### config.mk
export PLATFORM = sky130hd
export DESIGN_NAME = usbh_rsm_ctrl
export DESIGN_NICKNAME = d
export VERILOG_FILES = /design/src/rtl/usbh_rsm_pkg.sv /design/src/rtl/usbh_rsm_wake.sv /design/src/rtl/usbh_rsm_irq.sv /design/src/rtl/usbh_rsm_seq.sv /design/src/rtl/usbh_rsm_ctrl.sv
export SDC_FILE = /design/constraint.sdc
export NUM_CORES = 1
export LEC_CHECK = 0
export ABC_CLOCK_PERIOD_IN_PS = 1750
export BUFFER_PORTS_ARGS = -buffer_cell sky130_fd_sc_hd__buf_2
export CORE_UTILIZATION = 37
export CTS_CLUSTER_SIZE = 20
export DETAILED_ROUTE_END_ITERATION = 6
export HOLD_SLACK_MARGIN = 0.05
export REMOVE_ABC_BUFFERS = 1
export SLEW_MARGIN = 20
export SYNTH_ARGS = -nofsm -noshare
export SYNTH_HDL_FRONTEND = slang
export SYNTH_SLANG_ARGS = --single-unit
export TNS_END_PERCENT = 20
### constraint.sdc
create_clock -name clk -period 1.75 [get_ports clk]
set_input_delay 0.2625 -clock clk [delete_from_list [all_inputs] [get_ports clk]]
set_output_delay 0.2625 -clock clk [all_outputs]
set_load 0.05 [all_outputs]
### src/rtl/usbh_rsm_pkg.sv
package usbh_rsm_pkg;
  typedef enum logic [1:0] {
    LS_SE0 = 2'b00,
    LS_J   = 2'b01,
    LS_K   = 2'b10,
    LS_SE1 = 2'b11
  } line_t;

  typedef enum logic [1:0] {
    PS_READY   = 2'b00,
    PS_SUSPEND = 2'b01,
    PS_RESUME  = 2'b10
  } port_t;

  localparam int NFLAG      = 2;
  localparam int FLAG_WAKE  = 0;
  localparam int FLAG_UPRES = 1;

  localparam logic [1:0] ADDR_CTRL = 2'd0;
  localparam logic [1:0] ADDR_CLR  = 2'd1;
  localparam logic [1:0] ADDR_EN   = 2'd2;

  localparam int CB_SOF  = 0;
  localparam int CB_SUSP = 1;
  localparam int CB_RSM  = 2;
endpackage

### src/rtl/usbh_rsm_wake.sv
module usbh_rsm_wake
  import usbh_rsm_pkg::*;
(
  input  logic       clk,
  input  logic       rst,
  input  logic       suspended,
  input  logic [1:0] line_state,
  output logic       wake_set,
  output logic       upres_set
);
  always_ff @(posedge clk) begin
    if (rst) begin
      wake_set  <= 1'b0;
      upres_set <= 1'b0;
    end else begin
      wake_set  <= suspended && (line_state != LS_J);
      upres_set <= suspended && (line_state == LS_K);
    end
  end

  AST_UPRES_NEEDS_SUSP: assert property (@(posedge clk) disable iff (rst)
    upres_set |-> $past(suspended));
endmodule

### src/rtl/usbh_rsm_irq.sv
module usbh_rsm_irq #(
  parameter int N = 2
) (
  input  logic         clk,
  input  logic         rst,
  input  logic [N-1:0] set,
  input  logic         clr_wr,
  input  logic [N-1:0] clr_mask,
  input  logic         en_wr,
  input  logic [N-1:0] en_data,
  output logic [N-1:0] flags,
  output logic         irq
);
  logic [N-1:0] en_q;

  always_ff @(posedge clk) begin
    if (rst) en_q <= '0;
    else if (en_wr) en_q <= en_data;
  end

  for (genvar i = 0; i < N; i++) begin : g_flag
    always_ff @(posedge clk) begin
      if (rst) flags[i] <= 1'b0;
      else if (set[i]) flags[i] <= 1'b1;
      else if (clr_wr && clr_mask[i]) flags[i] <= 1'b0;
    end

    AST_FLAG_RISE_HAS_SET: assert property (@(posedge clk) disable iff (rst)
      $rose(flags[i]) |-> $past(set[i]));
  end

  assign irq = |(flags & en_q);

  AST_IRQ_QUIET_NO_FLAG: assert property (@(posedge clk) disable iff (rst)
    (flags == '0) |-> !irq);
endmodule

### src/rtl/usbh_rsm_seq.sv
module usbh_rsm_seq
  import usbh_rsm_pkg::*;
#(
  parameter int RESUME_MS = 20
) (
  input  logic clk,
  input  logic rst,
  input  logic tick_1k,
  input  logic ctrl_wr,
  input  logic want_susp,
  input  logic want_rsm,
  input  logic sof_en,
  output logic suspended,
  output logic drive_k
);
  localparam int CW = $clog2(RESUME_MS + 1);
  localparam logic [CW-1:0] LAST = CW'(RESUME_MS);

  port_t         state;
  logic [CW-1:0] cnt;

  always_ff @(posedge clk) begin
    if (rst) begin
      state <= PS_READY;
      cnt   <= '0;
    end else begin
      unique case (state)
        PS_READY: if (ctrl_wr && want_susp) state <= PS_SUSPEND;
        PS_SUSPEND: begin
          if (ctrl_wr && want_rsm && sof_en) begin
            state <= PS_RESUME;
            cnt   <= '0;
          end
        end
        PS_RESUME: begin
          if (tick_1k) begin
            if (cnt == LAST) state <= PS_READY;
            else cnt <= cnt + 1'b1;
          end
        end
        default: state <= PS_READY;
      endcase
    end
  end

  assign suspended = (state == PS_SUSPEND);
  assign drive_k   = (state == PS_RESUME);

  AST_RESUME_NEEDS_SOF: assert property (@(posedge clk) disable iff (rst)
    $rose(drive_k) |-> $past(sof_en));
  AST_DRIVE_ENDS_ON_TICK: assert property (@(posedge clk) disable iff (rst)
    $fell(drive_k) |-> $past(tick_1k));
  AST_READY_AFTER_DRIVE: assert property (@(posedge clk) disable iff (rst)
    $fell(drive_k) |-> !suspended);
endmodule

### src/rtl/usbh_rsm_ctrl.sv
module usbh_rsm_ctrl
  import usbh_rsm_pkg::*;
#(
  parameter int DW        = 8,
  parameter int RESUME_MS = 20
) (
  input  logic          clk,
  input  logic          rst,
  input  logic [1:0]    line_state,
  input  logic          tick_1k,
  input  logic          reg_wr,
  input  logic [1:0]    reg_addr,
  input  logic [DW-1:0] reg_wdata,
  output logic          sof_en,
  output logic          suspended,
  output logic          drive_k,
  output logic          port_ready,
  output logic [1:0]    irq_flags,
  output logic          irq
);
  logic ctrl_wr, clr_wr, en_wr;
  logic wake_set, upres_set;
  logic [NFLAG-1:0] set_vec;

  assign ctrl_wr = reg_wr && (reg_addr == ADDR_CTRL);
  assign clr_wr  = reg_wr && (reg_addr == ADDR_CLR);
  assign en_wr   = reg_wr && (reg_addr == ADDR_EN);

  always_ff @(posedge clk) begin
    if (rst) sof_en <= 1'b0;
    else if (ctrl_wr) sof_en <= reg_wdata[CB_SOF];
  end

  usbh_rsm_seq #(.RESUME_MS(RESUME_MS)) u_seq (
    .clk       (clk),
    .rst       (rst),
    .tick_1k   (tick_1k),
    .ctrl_wr   (ctrl_wr),
    .want_susp (reg_wdata[CB_SUSP]),
    .want_rsm  (reg_wdata[CB_RSM]),
    .sof_en    (sof_en),
    .suspended (suspended),
    .drive_k   (drive_k)
  );

  usbh_rsm_wake u_wake (
    .clk        (clk),
    .rst        (rst),
    .suspended  (suspended),
    .line_state (line_state),
    .wake_set   (wake_set),
    .upres_set  (upres_set)
  );

  always_comb begin
    set_vec             = '0;
    set_vec[FLAG_WAKE]  = wake_set;
    set_vec[FLAG_UPRES] = upres_set;
  end

  usbh_rsm_irq #(.N(NFLAG)) u_irq (
    .clk      (clk),
    .rst      (rst),
    .set      (set_vec),
    .clr_wr   (clr_wr),
    .clr_mask (reg_wdata[NFLAG-1:0]),
    .en_wr    (en_wr),
    .en_data  (reg_wdata[NFLAG-1:0]),
    .flags    (irq_flags),
    .irq      (irq)
  );

  assign port_ready = sof_en && !suspended && !drive_k;

  AST_UPRES_WITH_WAKE: assert property (@(posedge clk) disable iff (rst)
    $rose(irq_flags[FLAG_UPRES]) |-> irq_flags[FLAG_WAKE]);
  AST_NO_K_OUTSIDE_RESUME: assert property (@(posedge clk) disable iff (rst)
    $rose(drive_k) |-> $past(suspended));
endmodule

======== Word-level counts from Yosys, hierarchy flattened ========
Cells that the tools add are included.
cells by class
  eq/ne operators ......................... 12
  multiplexer cells ....................... 13
  reductions and logical operators ........ 22
  add/subtract/negate cells ............... 1
  bitwise logic cells ..................... 1
operators by type and width
  cell                 number
  $mux 5               3
  $logic_and 1x1->1    12
  $pmux 5 s2           1
  $mux 2               4
  $ne 2x1->1 const B   4
  $reduce_and 4->1     2
  $eq 2x2->1 const B   3
  $pmux 2 s3           1
  $reduce_bool 2->1    3
  $add 5x1->5 const B  1
  $eq 5x5->1 const B   1
  $eq 2x1->1 const B   2
  $logic_not 2->1      2
  $mux 1               4
  $ne 2x2->1 const B   2
  $and 2x2->2          1
  $logic_not 1->1      2
  $reduce_or 2->1      1
word-level totals
  word-level logic and storage cells ...... 57
  register bits after elaboration ......... 14
  output and inout bits ................... 7

======== Longest topological paths before layout ========
  depth after elaboration ................. 6
  mapped depth ............................ 5
  depth with buffers taken out ............ 5

======== Cells and area by module ========
From an unflattened synthesis, not the netlist that was laid out.
second synthesis, totals
  cell total of the unflattened synthesis .. 73
  area, all modules ....................... 689.4 um2
by module, submodules not included
  module         area an instance (um2)  cells each  times used
  usbh_rsm_seq   380.4                   45          1
  usbh_rsm_irq   148.9                   15          1
  usbh_rsm_ctrl  88.8                    8           1
  usbh_rsm_wake  71.3                    5           1

======== Worst setup path before layout ========
OpenSTA, ideal clock, no wires.
  kind .................................... register to output
  start point ............................. register u_seq.state[0]
  end point ............................... output port port_ready
  required time ........................... 1487 ps
  arrival time ............................ 1944 ps
  cell stages (with the launch flop) ...... 4
  path slack .............................. -456 ps
  path through ............................ dfxtp_1 > or2b_2 > inv_1 > nor3b_1
between the ends
  cells in the longest elaborated chain, start to end .. 4
  elaborated cells between the ends (all ways) .. 6
  classes of those cells .................. eq/ne: 2; reduce/logical: 4
RTL lines
  item                             line                 source
  start: declaration               usbh_rsm_seq.sv:19   port_t state;
  start signal: assignment         usbh_rsm_seq.sv:24   state <= PS_READY;
  start signal: assignment         usbh_rsm_seq.sv:28   PS_READY: if (ctrl_wr && want_susp) state <= PS_SUSPEND;
  start signal: assignment         usbh_rsm_seq.sv:31   state <= PS_RESUME;
  $eq 2x1->1                       usbh_rsm_seq.sv:46   assign suspended = (state == PS_SUSPEND);
  net suspended                    usbh_rsm_ctrl.sv:15  output logic suspended,
  $logic_not 1->1                  usbh_rsm_ctrl.sv:73  assign port_ready = sof_en && !suspended && !drive_k;
  $logic_and 1x1->1 (2 in series)  usbh_rsm_ctrl.sv:73
  end: declaration                 usbh_rsm_ctrl.sv:17  output logic port_ready,
The timed path passes the listed nets, and every way through them passes these cells.

======== Worst setup path in the final report ========
  start point ............................. register u_seq.state[0]
  end point ............................... output port suspended
between the ends
  cells in the longest elaborated chain, start to end .. 1
RTL lines
  item              line
  $eq 2x1->1        usbh_rsm_seq.sv:46
  end: declaration  usbh_rsm_ctrl.sv:15
No other way between the ends.

==> results.py <==
metrics = {
    "outcome": {
        "run_status": "completed",
    },
    "synth": {
        "ys_seq_area_share_pct": 38.75,
        "synthArstFlopShare_pct": 0,
        "ys_seq_elements": 14,
        "synth_fa_ha_area_share_pct": 3.460,
        "synth_top_area_share_pct": 38.75,
        "synth_cells": 77,
        "synth_area_leader_cell": "dfxtp_1",
        "syn_area_per_cell_um2": 9.392,
        "ys.flop_type": "dfxtp_1",
        "synth_area_um2": 723.2,
        "synth_simple_gate_area_share_pct": 34.60,
        "synth_xor_area_share_pct": 0,
        "yosysWarnings": 0,
        "yosysMostFrequentCell": "dfxtp_1",
        "synth_edf_count": 0,
        "ys_types": 32,
        "synth_common_cells": "dfxtp_1, inv_1, nand3b_1",
        "synth_mux_area_share_pct": 4.152,
        "synth_top_family_by_area": "simple AND/OR/NAND/NOR gates",
        "synth_compound_area_share_pct": 14.88,
        "synthTopCellsByArea": "dfxtp_1, nand3b_1, o211ai_2",
    },
    "die": {
        "core_area_mm2": 0.001783,
        "start_util_pct": 40.56,
        "rows": 15,
        "die_h_um": 46.21,
        "die_w_um": 46.21,
        "io_pins": 23,
        "die-area_mm2": 0.002135,
    },
    "drt": {
        "wire_per_inst_um": 11.63,
        "routed_wl_mm": 1.419,
        "drtIter0Drc": 5,
        "viasPerCell": 5.221,
        "drc_errors": 0,
        "postRouteAntennaNets": 0,
        "routed-via-count": 637,
        "first_pass_iters": 4,
    },
    "timing": {
        "fin_setup_tns_ps": 0,
        "max_freq_mhz": 623.5,
        "rsz0062_at_grt": "no",
        "maxSlewHeadroom_pct": 72.83,
        "min_period_ps": 1604,
        "setup_viol": 0,
        "hold_viol_final": 0,
        "maxSlewViolCount": 0,
        "worst_pin_slew_ps": 406.7,
        "skew_ps": 7.559,
        "setup_ws_ps": 146.2,
        "period_share_pct": 91.65,
    },
    "grt": {
        "grt_pass1_vias": 550,
        "grtUsageMet3_pct": 5.882,
        "grt_usage_pct": 15.42,
        "grt_remaining_overflow": 0,
        "antenna_found_initial": 0,
        "busiest_layer": "met2",
        "met2_usage_pct": 23.66,
        "grt_pass1_wl_mm": 2.311,
        "grt_max_degree": 15,
        "grt_use_met1_pct": 20.28,
    },
    "power": {
        "clkPwrFrac_pct": 37.7,
        "switching_power_uw": 142.7,
        "max-vdd-ir-drop_mv": 0.5313,
        "p_int_uw": 472.0,
        "powerDensity_mw_per_mm2": 701.8,
        "p_comb_share_pct": 9.2,
        "power_frac_seq_pct": 53.1,
        "p_sw_share_pct": 23.22,
        "p_leak_uw": 0.0003741,
        "power.total_uw": 614.7,
    },
    "critical_path": {
        "worstSetupStartpointType": "flip-flop",
        "r2r_slack_ps": 340,
        "critical_path.max_fanout": 8,
        "r2r_cells": 5,
        "crit_arrival_ps": 1340,
        "crit_type": "flip-flop to output port",
        "cp.required_ps": 1490,
        "end_kind": "output port",
    },
    "cts": {
        "cts_root_buf": "clkbuf_4",
        "h-tree-depth": 1,
        "clk_pin_slew_ps": 90,
        "cts_tree": "yes",
        "clock_latency_ps": 280,
        "cts_setup_buffers": 0,
        "cts.repair.resized": 0,
        "cts_made_buffers": 3,
        "cts.sinks": 14,
        "cts-hold-fix-buffers": 0,
        "ctsLongestPathBuffers": 2,
    },
    "final_layout": {
        "area.growth.synth_to_final_pct": 21.11,
        "fin_nets": 116,
        "fill_cells": 173,
        "final_util_pct": 49.12,
        "multiInputGateArea_um2": 412.9,
        "design_area_um2": 875.8,
        "diodes": 0,
        "register_area_um2": 281.5,
        "drive_gt1_share_pct": 34.02,
    },
    "placed_design": {
        "portBuffers": 17,
        "post-dp-hpwl_mm": 1.092,
        "place.gp.congestion": 0.7829,
        "dp_slack_ps": 350.8,
        "placed_cell_area_um2": 835.8,
    },
    "flow_run": {
        "drv_cap": 0,
    },
    "hold_path": {
        "hold_depth": 2,
        "hp-class": "input port to flip-flop",
    },
}
## metal layers
| layer | vias to the layer above | routed length, um |
|---|---|---|
| met5 | - | 0 |
| met4 | 0 | 13 |
| met3 | 2 | 52 |
| met2 | 13 | 613 |
| met1 | 302 | 740 |
| li1 | 320 | - |
## sequential cells by signal, summed over array words and instances (netlist names)
signal / count
sof_en: 1
u_irq.en_q: 2
u_irq.flags: 2
u_seq.cnt: 5
u_seq.state: 2
u_wake.upres_set: 1
u_wake.wake_set: 1
## path summary, 6_finish.rpt
kind	startpoint	endpoint
setup / recovery	u_seq.state[0]	suspended
setup reg to reg	u_seq.cnt[0]	u_seq.cnt[3]
hold reg to reg	u_wake.upres_set	u_irq.flags[1]
hold / removal	line_state[0]	u_wake.upres_set
## logic make-up (layout without fill, tap and decap cells)
family / Yosys count / in the layout
adders and majority gates: 2 / 2
muxes: 3 / 3
AOI/OAI and AO/OA: 14 / 14
DFF: 14 / 14
and+or+nand+nor: 36 / 36
buffers and inverters: 8 / 28
## power by group through the flow
stage	Sequential [uW]	Clock (uW)	Combinational (uW)
after floorplan	338	0	25.2
after global placement	334	0	55.3
after detailed placement	334	0	55.8
after CTS	326	241	56.1
after global routing	327	255	61.1
final	326	232	56.6
## cells in the final DEF, fill, tap and decap left out, types with 2 or more instances in the layout
cell type / count
nand3b_1: 6
a21oi_1: 4
nor3b_1: 2
nand3_1: 4
mux2i_1: 3
nor2_1: 4
o211ai_2: 3
ha_1: 2
buf_2: 16
nand4b_1: 3
nand2_1: 4
clkbuf_4: 3
inv_1: 7
dfxtp_1: 13
o21ai_0: 2
## cell type report
| type | instances | share of cell area, % |
|---|---|---|
| inverter | 7 | 3.000 |
| tap | 25 | 3.571 |
| multi-input combinational | 55 | 47.14 |
| clock buffer | 4 | 4.143 |
| timing repair buffer | 17 | 10.00 |
| sequential | 14 | 32.14 |
## worst max-delay path: stages, from the launching register on
cell and delay, ps:
dfxtp_2 390, or2b_2 330, inv_1 80, buf_2 260
## through the flow
step	hold WS, ps	instances
after floorplan	331.6	76
after global placement	427.4	118
after detailed placement	425.6	118
after CTS	152.4	122
after global routing	139.2	122
final	155.2	122
Note: power is estimated with default switching activity, not from simulation.
